==> src/rtl/fbc_pkg.sv <==
package fbc_pkg;

    typedef enum logic [1:0] {MODE_ARRAY, MODE_IDENT, MODE_STATUS} rd_mode_e;
    typedef enum logic [1:0] {PH_IDLE, PH_ERASE, PH_WRITE} phase_e;
    typedef enum logic [1:0] {PD_RUN, PD_LOW, PD_WAKE} pd_state_e;
    typedef enum logic [1:0] {OP_NONE, OP_ERASE, OP_WRITE} op_e;

    localparam logic [7:0] CMD_ARRAY   = 8'hFF;
    localparam logic [7:0] CMD_IDENT   = 8'h90;
    localparam logic [7:0] CMD_STATUS  = 8'h70;
    localparam logic [7:0] CMD_CLEAR   = 8'h50;
    localparam logic [7:0] CMD_ERASE   = 8'h20;
    localparam logic [7:0] CMD_CONFIRM = 8'hD0;
    localparam logic [7:0] CMD_WRITE   = 8'h40;

    localparam logic [15:0] MFR_CODE = 16'h00A5;
    localparam logic [15:0] DEV_CODE = 16'h0C3E;
    localparam logic [15:0] ERASED   = 16'hFFFF;
    localparam logic [15:0] CORRUPT  = 16'hDEAD;

    localparam logic [6:0] ERR_SEQ   = 7'h30;
    localparam logic [6:0] CLR_MASK  = 7'h38;

    function automatic logic [15:0] ident_word(input logic at0, input logic at1);
        if (at0)      return MFR_CODE;
        else if (at1) return DEV_CODE;
        else          return 16'h0000;
    endfunction

    function automatic int max2(input int a, input int b);
        return (a > b) ? a : b;
    endfunction

endpackage

==> src/rtl/fbc_wr_detect.sv <==
module fbc_wr_detect (
    input  logic clk,
    input  logic rst,
    input  logic ce_n,
    input  logic we_n,
    output logic stb_o
);
    logic we_q;

    always_ff @(posedge clk) begin
        if (rst) we_q <= 1'b1;
        else     we_q <= we_n;
    end

    assign stb_o = !ce_n && we_n && !we_q;

    a_r3_strobe_needs_ce: assert property (@(posedge clk) disable iff (rst)
        stb_o |-> !ce_n && $past(!we_n));

endmodule

==> src/rtl/fbc_pd_timer.sv <==
module fbc_pd_timer
    import fbc_pkg::*;
#(
    parameter int T_RPL  = 5,
    parameter int T_PHQV = 8,
    parameter int T_PHWL = 12
) (
    input  logic clk,
    input  logic rst,
    input  logic rp_n,
    output logic accept_o,
    output logic rd_en_o,
    output logic cmd_en_o,
    output logic run_o
);
    localparam int T_WAKE = max2(T_PHQV, T_PHWL);
    localparam int CMAX   = max2(T_RPL, T_WAKE);
    localparam int CW     = $clog2(CMAX + 1);

    pd_state_e state_q;
    logic [CW-1:0] cnt_q;
    logic acc_q;

    assign accept_o = (state_q == PD_LOW) && !rp_n && !acc_q && (cnt_q == CW'(T_RPL - 1));

    always_ff @(posedge clk) begin
        if (rst) begin
            state_q <= PD_RUN;
            cnt_q   <= '0;
            acc_q   <= 1'b0;
        end else begin
            case (state_q)
                PD_RUN: if (!rp_n) begin
                    state_q <= PD_LOW;
                    cnt_q   <= CW'(1);
                    acc_q   <= 1'b0;
                end
                PD_LOW: begin
                    if (rp_n) begin
                        state_q <= acc_q ? PD_WAKE : PD_RUN;
                        cnt_q   <= '0;
                    end else begin
                        if (accept_o) acc_q <= 1'b1;
                        if (cnt_q != CW'(T_RPL)) cnt_q <= cnt_q + 1'b1;
                    end
                end
                PD_WAKE: begin
                    if (!rp_n) begin
                        state_q <= PD_LOW;
                        cnt_q   <= CW'(1);
                        acc_q   <= 1'b0;
                    end else if (cnt_q == CW'(T_WAKE - 1)) begin
                        state_q <= PD_RUN;
                        cnt_q   <= '0;
                    end else begin
                        cnt_q <= cnt_q + 1'b1;
                    end
                end
                default: state_q <= PD_RUN;
            endcase
        end
    end

    assign run_o    = (state_q == PD_RUN);
    assign rd_en_o  = rp_n && (run_o || (state_q == PD_WAKE && cnt_q >= CW'(T_PHQV)));
    assign cmd_en_o = rp_n && (run_o || (state_q == PD_WAKE && cnt_q >= CW'(T_PHWL)));

    a_r9_accept_after_low: assert property (@(posedge clk) disable iff (rst)
        accept_o |-> $past(!rp_n));

    a_r11_first_wake_cycle_blocked: assert property (@(posedge clk) disable iff (rst)
        ($past(state_q == PD_LOW) && $past(acc_q) && rp_n) |-> !cmd_en_o && !rd_en_o);

endmodule

==> src/rtl/fbc_engine.sv <==
module fbc_engine
    import fbc_pkg::*;
#(
    parameter int ADDR_W  = 8,
    parameter int WORDS   = 16,
    parameter int BLK_W   = 2,
    parameter int T_ERASE = 20,
    parameter int T_WRITE = 6
) (
    input  logic              clk,
    input  logic              rst,
    input  logic              stb,
    input  logic              cmd_en,
    input  logic              accept,
    input  logic              pd_run,
    input  logic [ADDR_W-1:0] addr,
    input  logic [15:0]       dq_in,
    output logic [15:0]       rdata_o,
    output logic              ry_by_n_o
);
    localparam int IDX_W = $clog2(WORDS);
    localparam int BW    = $clog2(max2(T_ERASE, T_WRITE) + 1);

    logic [15:0]      mem [WORDS];
    rd_mode_e         mode_q;
    phase_e           phase_q;
    op_e              op_q;
    logic             busy_q, hold_q;
    logic [BW-1:0]    cnt_q;
    logic [6:0]       stat_q;
    logic [IDX_W-1:0] tgt_q;
    logic [15:0]      tdata_q;
    logic [IDX_W-1:0] idx;
    logic [7:0]       cmd;
    logic [15:0]      status_word;

    assign idx         = addr[IDX_W-1:0];
    assign cmd         = dq_in[7:0];
    assign status_word = {8'h00, !busy_q, stat_q};

    always_ff @(posedge clk) begin
        if (rst) begin
            for (int i = 0; i < WORDS; i++) mem[i] <= ERASED;
            mode_q  <= MODE_ARRAY;
            phase_q <= PH_IDLE;
            op_q    <= OP_NONE;
            busy_q  <= 1'b0;
            hold_q  <= 1'b0;
            cnt_q   <= '0;
            stat_q  <= '0;
            tgt_q   <= '0;
            tdata_q <= '0;
        end else begin
            if (accept && busy_q) hold_q <= 1'b1;
            else if (pd_run)      hold_q <= 1'b0;

            if (accept) begin
                if (busy_q) begin
                    for (int i = 0; i < WORDS; i++)
                        if ((op_q == OP_WRITE && IDX_W'(i) == tgt_q) ||
                            (op_q == OP_ERASE && (IDX_W'(i) >> BLK_W) == (tgt_q >> BLK_W)))
                            mem[i] <= CORRUPT;
                end
                busy_q  <= 1'b0;
                op_q    <= OP_NONE;
                mode_q  <= MODE_ARRAY;
                phase_q <= PH_IDLE;
                stat_q  <= '0;
            end else if (busy_q) begin
                if (cnt_q == '0) begin
                    busy_q <= 1'b0;
                    op_q   <= OP_NONE;
                    for (int i = 0; i < WORDS; i++) begin
                        if (op_q == OP_WRITE && IDX_W'(i) == tgt_q) mem[i] <= tdata_q;
                        if (op_q == OP_ERASE && (IDX_W'(i) >> BLK_W) == (tgt_q >> BLK_W))
                            mem[i] <= ERASED;
                    end
                end else begin
                    cnt_q <= cnt_q - 1'b1;
                end
            end else if (stb && cmd_en) begin
                case (phase_q)
                    PH_ERASE: begin
                        phase_q <= PH_IDLE;
                        mode_q  <= MODE_STATUS;
                        if (cmd == CMD_CONFIRM) begin
                            busy_q <= 1'b1;
                            op_q   <= OP_ERASE;
                            tgt_q  <= idx;
                            cnt_q  <= BW'(T_ERASE - 1);
                        end else begin
                            stat_q <= stat_q | ERR_SEQ;
                        end
                    end
                    PH_WRITE: begin
                        phase_q <= PH_IDLE;
                        mode_q  <= MODE_STATUS;
                        busy_q  <= 1'b1;
                        op_q    <= OP_WRITE;
                        tgt_q   <= idx;
                        tdata_q <= dq_in;
                        cnt_q   <= BW'(T_WRITE - 1);
                    end
                    default: begin
                        case (cmd)
                            CMD_ARRAY:  mode_q <= MODE_ARRAY;
                            CMD_IDENT:  mode_q <= MODE_IDENT;
                            CMD_STATUS: mode_q <= MODE_STATUS;
                            CMD_CLEAR:  stat_q <= stat_q & ~CLR_MASK;
                            CMD_ERASE:  begin phase_q <= PH_ERASE; mode_q <= MODE_STATUS; end
                            CMD_WRITE:  begin phase_q <= PH_WRITE; mode_q <= MODE_STATUS; end
                            default: ;
                        endcase
                    end
                endcase
            end
        end
    end

    always_comb begin
        if (busy_q) rdata_o = status_word;
        else begin
            case (mode_q)
                MODE_IDENT:  rdata_o = ident_word(addr == '0, addr == ADDR_W'(1));
                MODE_STATUS: rdata_o = status_word;
                default:     rdata_o = mem[idx];
            endcase
        end
    end

    assign ry_by_n_o = !(busy_q || hold_q);

    a_r10_abort_ends_op: assert property (@(posedge clk) disable iff (rst)
        accept |=> !busy_q && mode_q == MODE_ARRAY && stat_q == '0);

    a_r10_abort_keeps_busy_pin: assert property (@(posedge clk) disable iff (rst)
        (accept && busy_q) |=> !ry_by_n_o);

    a_r5_busy_reads_status: assert property (@(posedge clk) disable iff (rst)
        busy_q |-> rdata_o[7] == 1'b0 && !ry_by_n_o);

    a_r12_busy_runs_on: assert property (@(posedge clk) disable iff (rst)
        (busy_q && cnt_q != '0 && !accept) |=> busy_q && $stable(mode_q) && $stable(tgt_q));

endmodule

==> src/rtl/flash_bus_ctrl.sv <==
module flash_bus_ctrl
    import fbc_pkg::*;
#(
    parameter int ADDR_W  = 8,
    parameter int WORDS   = 16,
    parameter int BLK_W   = 2,
    parameter int T_RPL   = 5,
    parameter int T_PHQV  = 8,
    parameter int T_PHWL  = 12,
    parameter int T_ERASE = 20,
    parameter int T_WRITE = 6
) (
    input  logic              clk,
    input  logic              rst,
    input  logic              ce_n,
    input  logic              oe_n,
    input  logic              we_n,
    input  logic              rp_n,
    input  logic [ADDR_W-1:0] addr,
    input  logic [15:0]       dq_in,
    output logic [15:0]       dq_out,
    output logic              dq_oe,
    output logic              ry_by_n
);
    logic stb, accept, rd_en, cmd_en, pd_run;
    logic [15:0] rdata;

    fbc_wr_detect u_wr (
        .clk(clk), .rst(rst), .ce_n(ce_n), .we_n(we_n), .stb_o(stb)
    );

    fbc_pd_timer #(.T_RPL(T_RPL), .T_PHQV(T_PHQV), .T_PHWL(T_PHWL)) u_pd (
        .clk(clk), .rst(rst), .rp_n(rp_n), .accept_o(accept),
        .rd_en_o(rd_en), .cmd_en_o(cmd_en), .run_o(pd_run)
    );

    fbc_engine #(.ADDR_W(ADDR_W), .WORDS(WORDS), .BLK_W(BLK_W),
                 .T_ERASE(T_ERASE), .T_WRITE(T_WRITE)) u_eng (
        .clk(clk), .rst(rst), .stb(stb), .cmd_en(cmd_en), .accept(accept),
        .pd_run(pd_run), .addr(addr), .dq_in(dq_in),
        .rdata_o(rdata), .ry_by_n_o(ry_by_n)
    );

    assign dq_oe  = !ce_n && !oe_n && rd_en;
    assign dq_out = dq_oe ? rdata : 16'h0000;

    a_r1_standby_tristate: assert property (@(posedge clk) disable iff (rst)
        ce_n |-> !dq_oe);

    a_r2_output_disable: assert property (@(posedge clk) disable iff (rst)
        oe_n |-> !dq_oe && dq_out == 16'h0000);

    a_r9_powerdown_tristate: assert property (@(posedge clk) disable iff (rst)
        !rp_n |-> !dq_oe);

endmodule

==> config.mk <==
export PLATFORM = sky130hd
export DESIGN_NAME = flash_bus_ctrl
export DESIGN_NICKNAME = d
export VERILOG_FILES = /design/src/rtl/fbc_pkg.sv /design/src/rtl/fbc_wr_detect.sv /design/src/rtl/fbc_pd_timer.sv /design/src/rtl/fbc_engine.sv /design/src/rtl/flash_bus_ctrl.sv
export SDC_FILE = /design/constraint.sdc
export NUM_CORES = 1
export LEC_CHECK = 0
export BUFFER_PORTS_ARGS = -buffer_cell sky130_fd_sc_hd__buf_4
export CORE_MARGIN = 2
export CORE_UTILIZATION = 45
export DETAILED_ROUTE_END_ITERATION = 16
export PLACE_DENSITY = 0.65
export SLEW_MARGIN = 0
export SYNTH_ARGS = -nofsm -noshare
export SYNTH_HDL_FRONTEND = slang
export SYNTH_SLANG_ARGS = --single-unit
export TNS_END_PERCENT = 5
==> constraint.sdc <==
create_clock -name clk -period 3.2 [get_ports clk]
set_input_delay 0.64 -clock clk [delete_from_list [all_inputs] [get_ports clk]]
set_output_delay 0.64 -clock clk [all_outputs]
set_load 0.03 [all_outputs]
==> impl_metrics.json <==
{
  "leakage_nw": 5.55,
  "min_period_ps": 3100,
  "grt-ovfl-total": 0,
  "core_area_um2": 31500,
  "hold_path_class": "input port to flip-flop",
  "crit_path_max_fanout": 10,
  "cp_slowest_cell": "dfxtp_1",
  "antennaDiodeCount": 0,
  "dp_slack_ps": -8.01,
  "dp.final_hpwl_mm": 26.9,
  "synth-main-ff-cell": "edfxtp_1",
  "cts_tree": "built",
  "criticalPathCategory": "flip-flop to output port",
  "fin_setup_tns_ps": 0,
  "cp-end-kind": "output port",
  "drt_iter0_drc": 1037,
  "worst_ep_required_time_ps": 2560,
  "track_usage": 0.243,
  "finalPower_w": 0.00859,
  "firstDrtPassIters": 6,
  "ant_nets": 0,
  "yosysUniqueCellTypes": 65,
  "setup_slack_ps": 98.2,
  "grt_max_degree": 37,
  "yosys-top-cells-count": "245 x edfxtp_1, 139 x nand2_1, 81 x nor2_1",
  "slew_violations": 0,
  "start_util": 0.457,
  "worst_slew_pin_slew_ps": 1150,
  "ys_seq_area_frac": 0.585,
  "wire_per_inst_um": 24.3,
  "async_flop_share": 0,
  "io_buffers": 47,
  "finalHoldViolations": 0,
  "drc": 0,
  "worstPathArrival_ps": 2460,
  "cts_root_buf": "clkbuf_16",
  "clock_latency_ps": 520,
  "stdcell_area_um2": 16600,
  "via_count": 9874,
  "antenna_found_initial": 0,
  "max-cap-violations": 0,
  "grt_first_pass_wirelength_mm": 60.4,
  "io_pins": 48,
  "vdd_drop_max_uv": 310,
  "hold_buffers": 0,
  "ys_ff_latch": 298,
  "cts_max_level": 2,
  "timing.final.crit_share": 0.969,
  "dieArea_um2": 33400,
  "die_h_um": 183,
  "yosysTopAreaCell": "edfxtp_1",
  "synth_warnings": 0,
  "syn_nets": 1175,
  "clock_path_buffers": 3,
  "relSlewSlack": 0.229,
  "row_count": 65,
  "grt_pass1_vias": 9546,
  "drt-total-wl_mm": 39.8,
  "finalSetupViolCount": 0,
  "place_area_um2": 15500,
  "drive_above_1_share": 0.229,
  "synth_cells": 1132,
  "cts.sinks": 298,
  "yosysMostFrequentCell": "edfxtp_1",
  "syn_area_per_cell_um2": 12.7,
  "gp_congestion": 0.898,
  "synth_top_area_share": 0.512,
  "syn2layout_area_growth_pct": 15.6,
  "synth-edff-count": 245,
  "rsz0062_at_grt": "true",
  "cp-start-kind": "flip-flop",
  "final_nets": 1248,
  "max_stage_delay_ps": 680,
  "viasPerCell": 6.05,
  "cts.clk_slew.worst_paths_ps": 60,
  "synthTopCellsByArea": "edfxtp_1 51%, mux4_2 9.7%, dfxtp_1 7.4%",
  "max_freq_ghz": 0.322,
  "power_density_nw_per_um2": 517,
  "status": "completed",
  "netlist_area_um2": 14400,
  "fin_skew_ps": 13.5,
  "worstPathCellList": "inv_1 -> a21oi_1 -> or3_1 -> o2111ai_1 -> a31oi_1 -> buf_4",
  "die_x_um": 183,
  "cts-buffers-inserted": 34
}
## cell usage in the layout, fill, tap and decap left out, types with 4 or more instances in the layout
master	count
a211oi_1	18
a211oi_2	5
a21o_1	41
a21oi_1	25
a31oi_1	7
and2_1	4
and3_1	4
buf_4	116
clkbuf_1	13
clkbuf_16	34
clkinv_1	6
clkinv_2	4
dfxtp_1	53
edfxtp_1	245
ha_1	10
inv_1	15
mux2_2	4
mux2i_1	33
mux4_2	62
nand2_1	137
nand2b_1	54
nand3_1	17
nand4_1	5
nand4b_1	4
nor2_1	81
nor2b_1	19
nor3_1	10
nor3_2	7
nor4_1	6
nor4_2	6
o21a_1	13
o21ai_0	36
o22a_1	10
o22ai_1	10
o31ai_2	7
or3_1	37
## final timing paths
kind | start | endpoint | slack (ps) | depth (start not counted)
worst max-delay path | u_eng.busy_q$_SDFF_PP0_ | dq_out[5] | 100 | 6
worst min register to register | u_eng.mem[0][2]$_SDFFE_PP1P_ | u_eng.mem[0][2]$_SDFFE_PP1P_ | 460 | 1
worst max register to register | u_pd.state_q[1]$_SDFFE_PP0P_ | u_eng.mem[8][4]$_DFFE_PP_ | 280 | 8
worst min-delay path | we_n | u_wr.we_q$_SDFF_PP1_ | 320 | 2
## layer usage
layer  vias up  share of wire  global-route usage  routed length (um)
met2       429           0.47               0.393               18900
li1       4433              -                   -                   -
met5         -              0                   0                   0
met3        72          0.075              0.0365                2980
met1      4940           0.42               0.344               16800
met4         0          0.028              0.0697                1120
## power breakdown
part	internal (W)	leakage, nW	switching (W)
sequential	0.00435	2.82	0.0000494
clock	0.00203	0.490	0.00154
combinational	0.000272	2.24	0.000353
total	0.00665	5.55	0.00194
## repair_timing
| action | in CTS | in global routing |
|---|---|---|
| pin swaps | 0 | 2 |
| gates resized for setup | 13 | 13 |
| setup endpoints to repair | 9 | 8 |
| endpoints found under the hold margin | 0 | 0 |
| setup buffers | 0 | 1 |
## sequential cells by signal, summed over array words and instances (netlist names), 2 cells and up
register	flops
u_eng.mem	256
u_eng.tdata_q	16
u_eng.cnt_q	5
u_eng.tgt_q	4
u_pd.cnt_q	4
u_eng.mode_q	2
u_eng.op_q	2
u_eng.phase_q	2
u_pd.state_q	2
## metrics by stage
stage / hold WS, ps / utilization / std cells
6_report: 323 / 0.528 / 1633
5_1_grt: 332 / 0.528 / 1633
4_1_cts: 311 / 0.526 / 1632
3_5_place_dp: 447 / 0.492 / 1570
3_3_place_gp: 442 / 0.492 / 1570
2_1_floorplan: 432 / - / 1132
## area by class of cell
cell class	instances	area, um^2
sequential	298	8420
fill	2673	14900
tap	402	503
inverter	17	63.8
timing repair buffer	122	965
clock inverter	13	76.3
multi-input combinational	732	5660
clock buffer	49	927
## critical path, delay by kind of cell (launching register included)
family | cells | cell delay (ps)
AOI/OAI and AO/OA | 3 | 760
DFF | 1 | 680
buffers and inverters | 2 | 340
and+or+nand+nor | 1 | 170
## cell families (layout without fill, tap and decap cells)
kind of cell               count (synthesis)  in the layout  share of synthesized area
muxes                                    100            100                      0.124
buffers and inverters                    102            201                     0.0308
adders and majority gates                 13             13                     0.0113
DFF                                      298            298                      0.585
xor gates and xnor gates                   1              1                   0.000609
and+or+nand+nor                          420            420                      0.152
AOI/OAI and AO/OA                        198            198                     0.0958
Power figures use the tool's default switching activity.
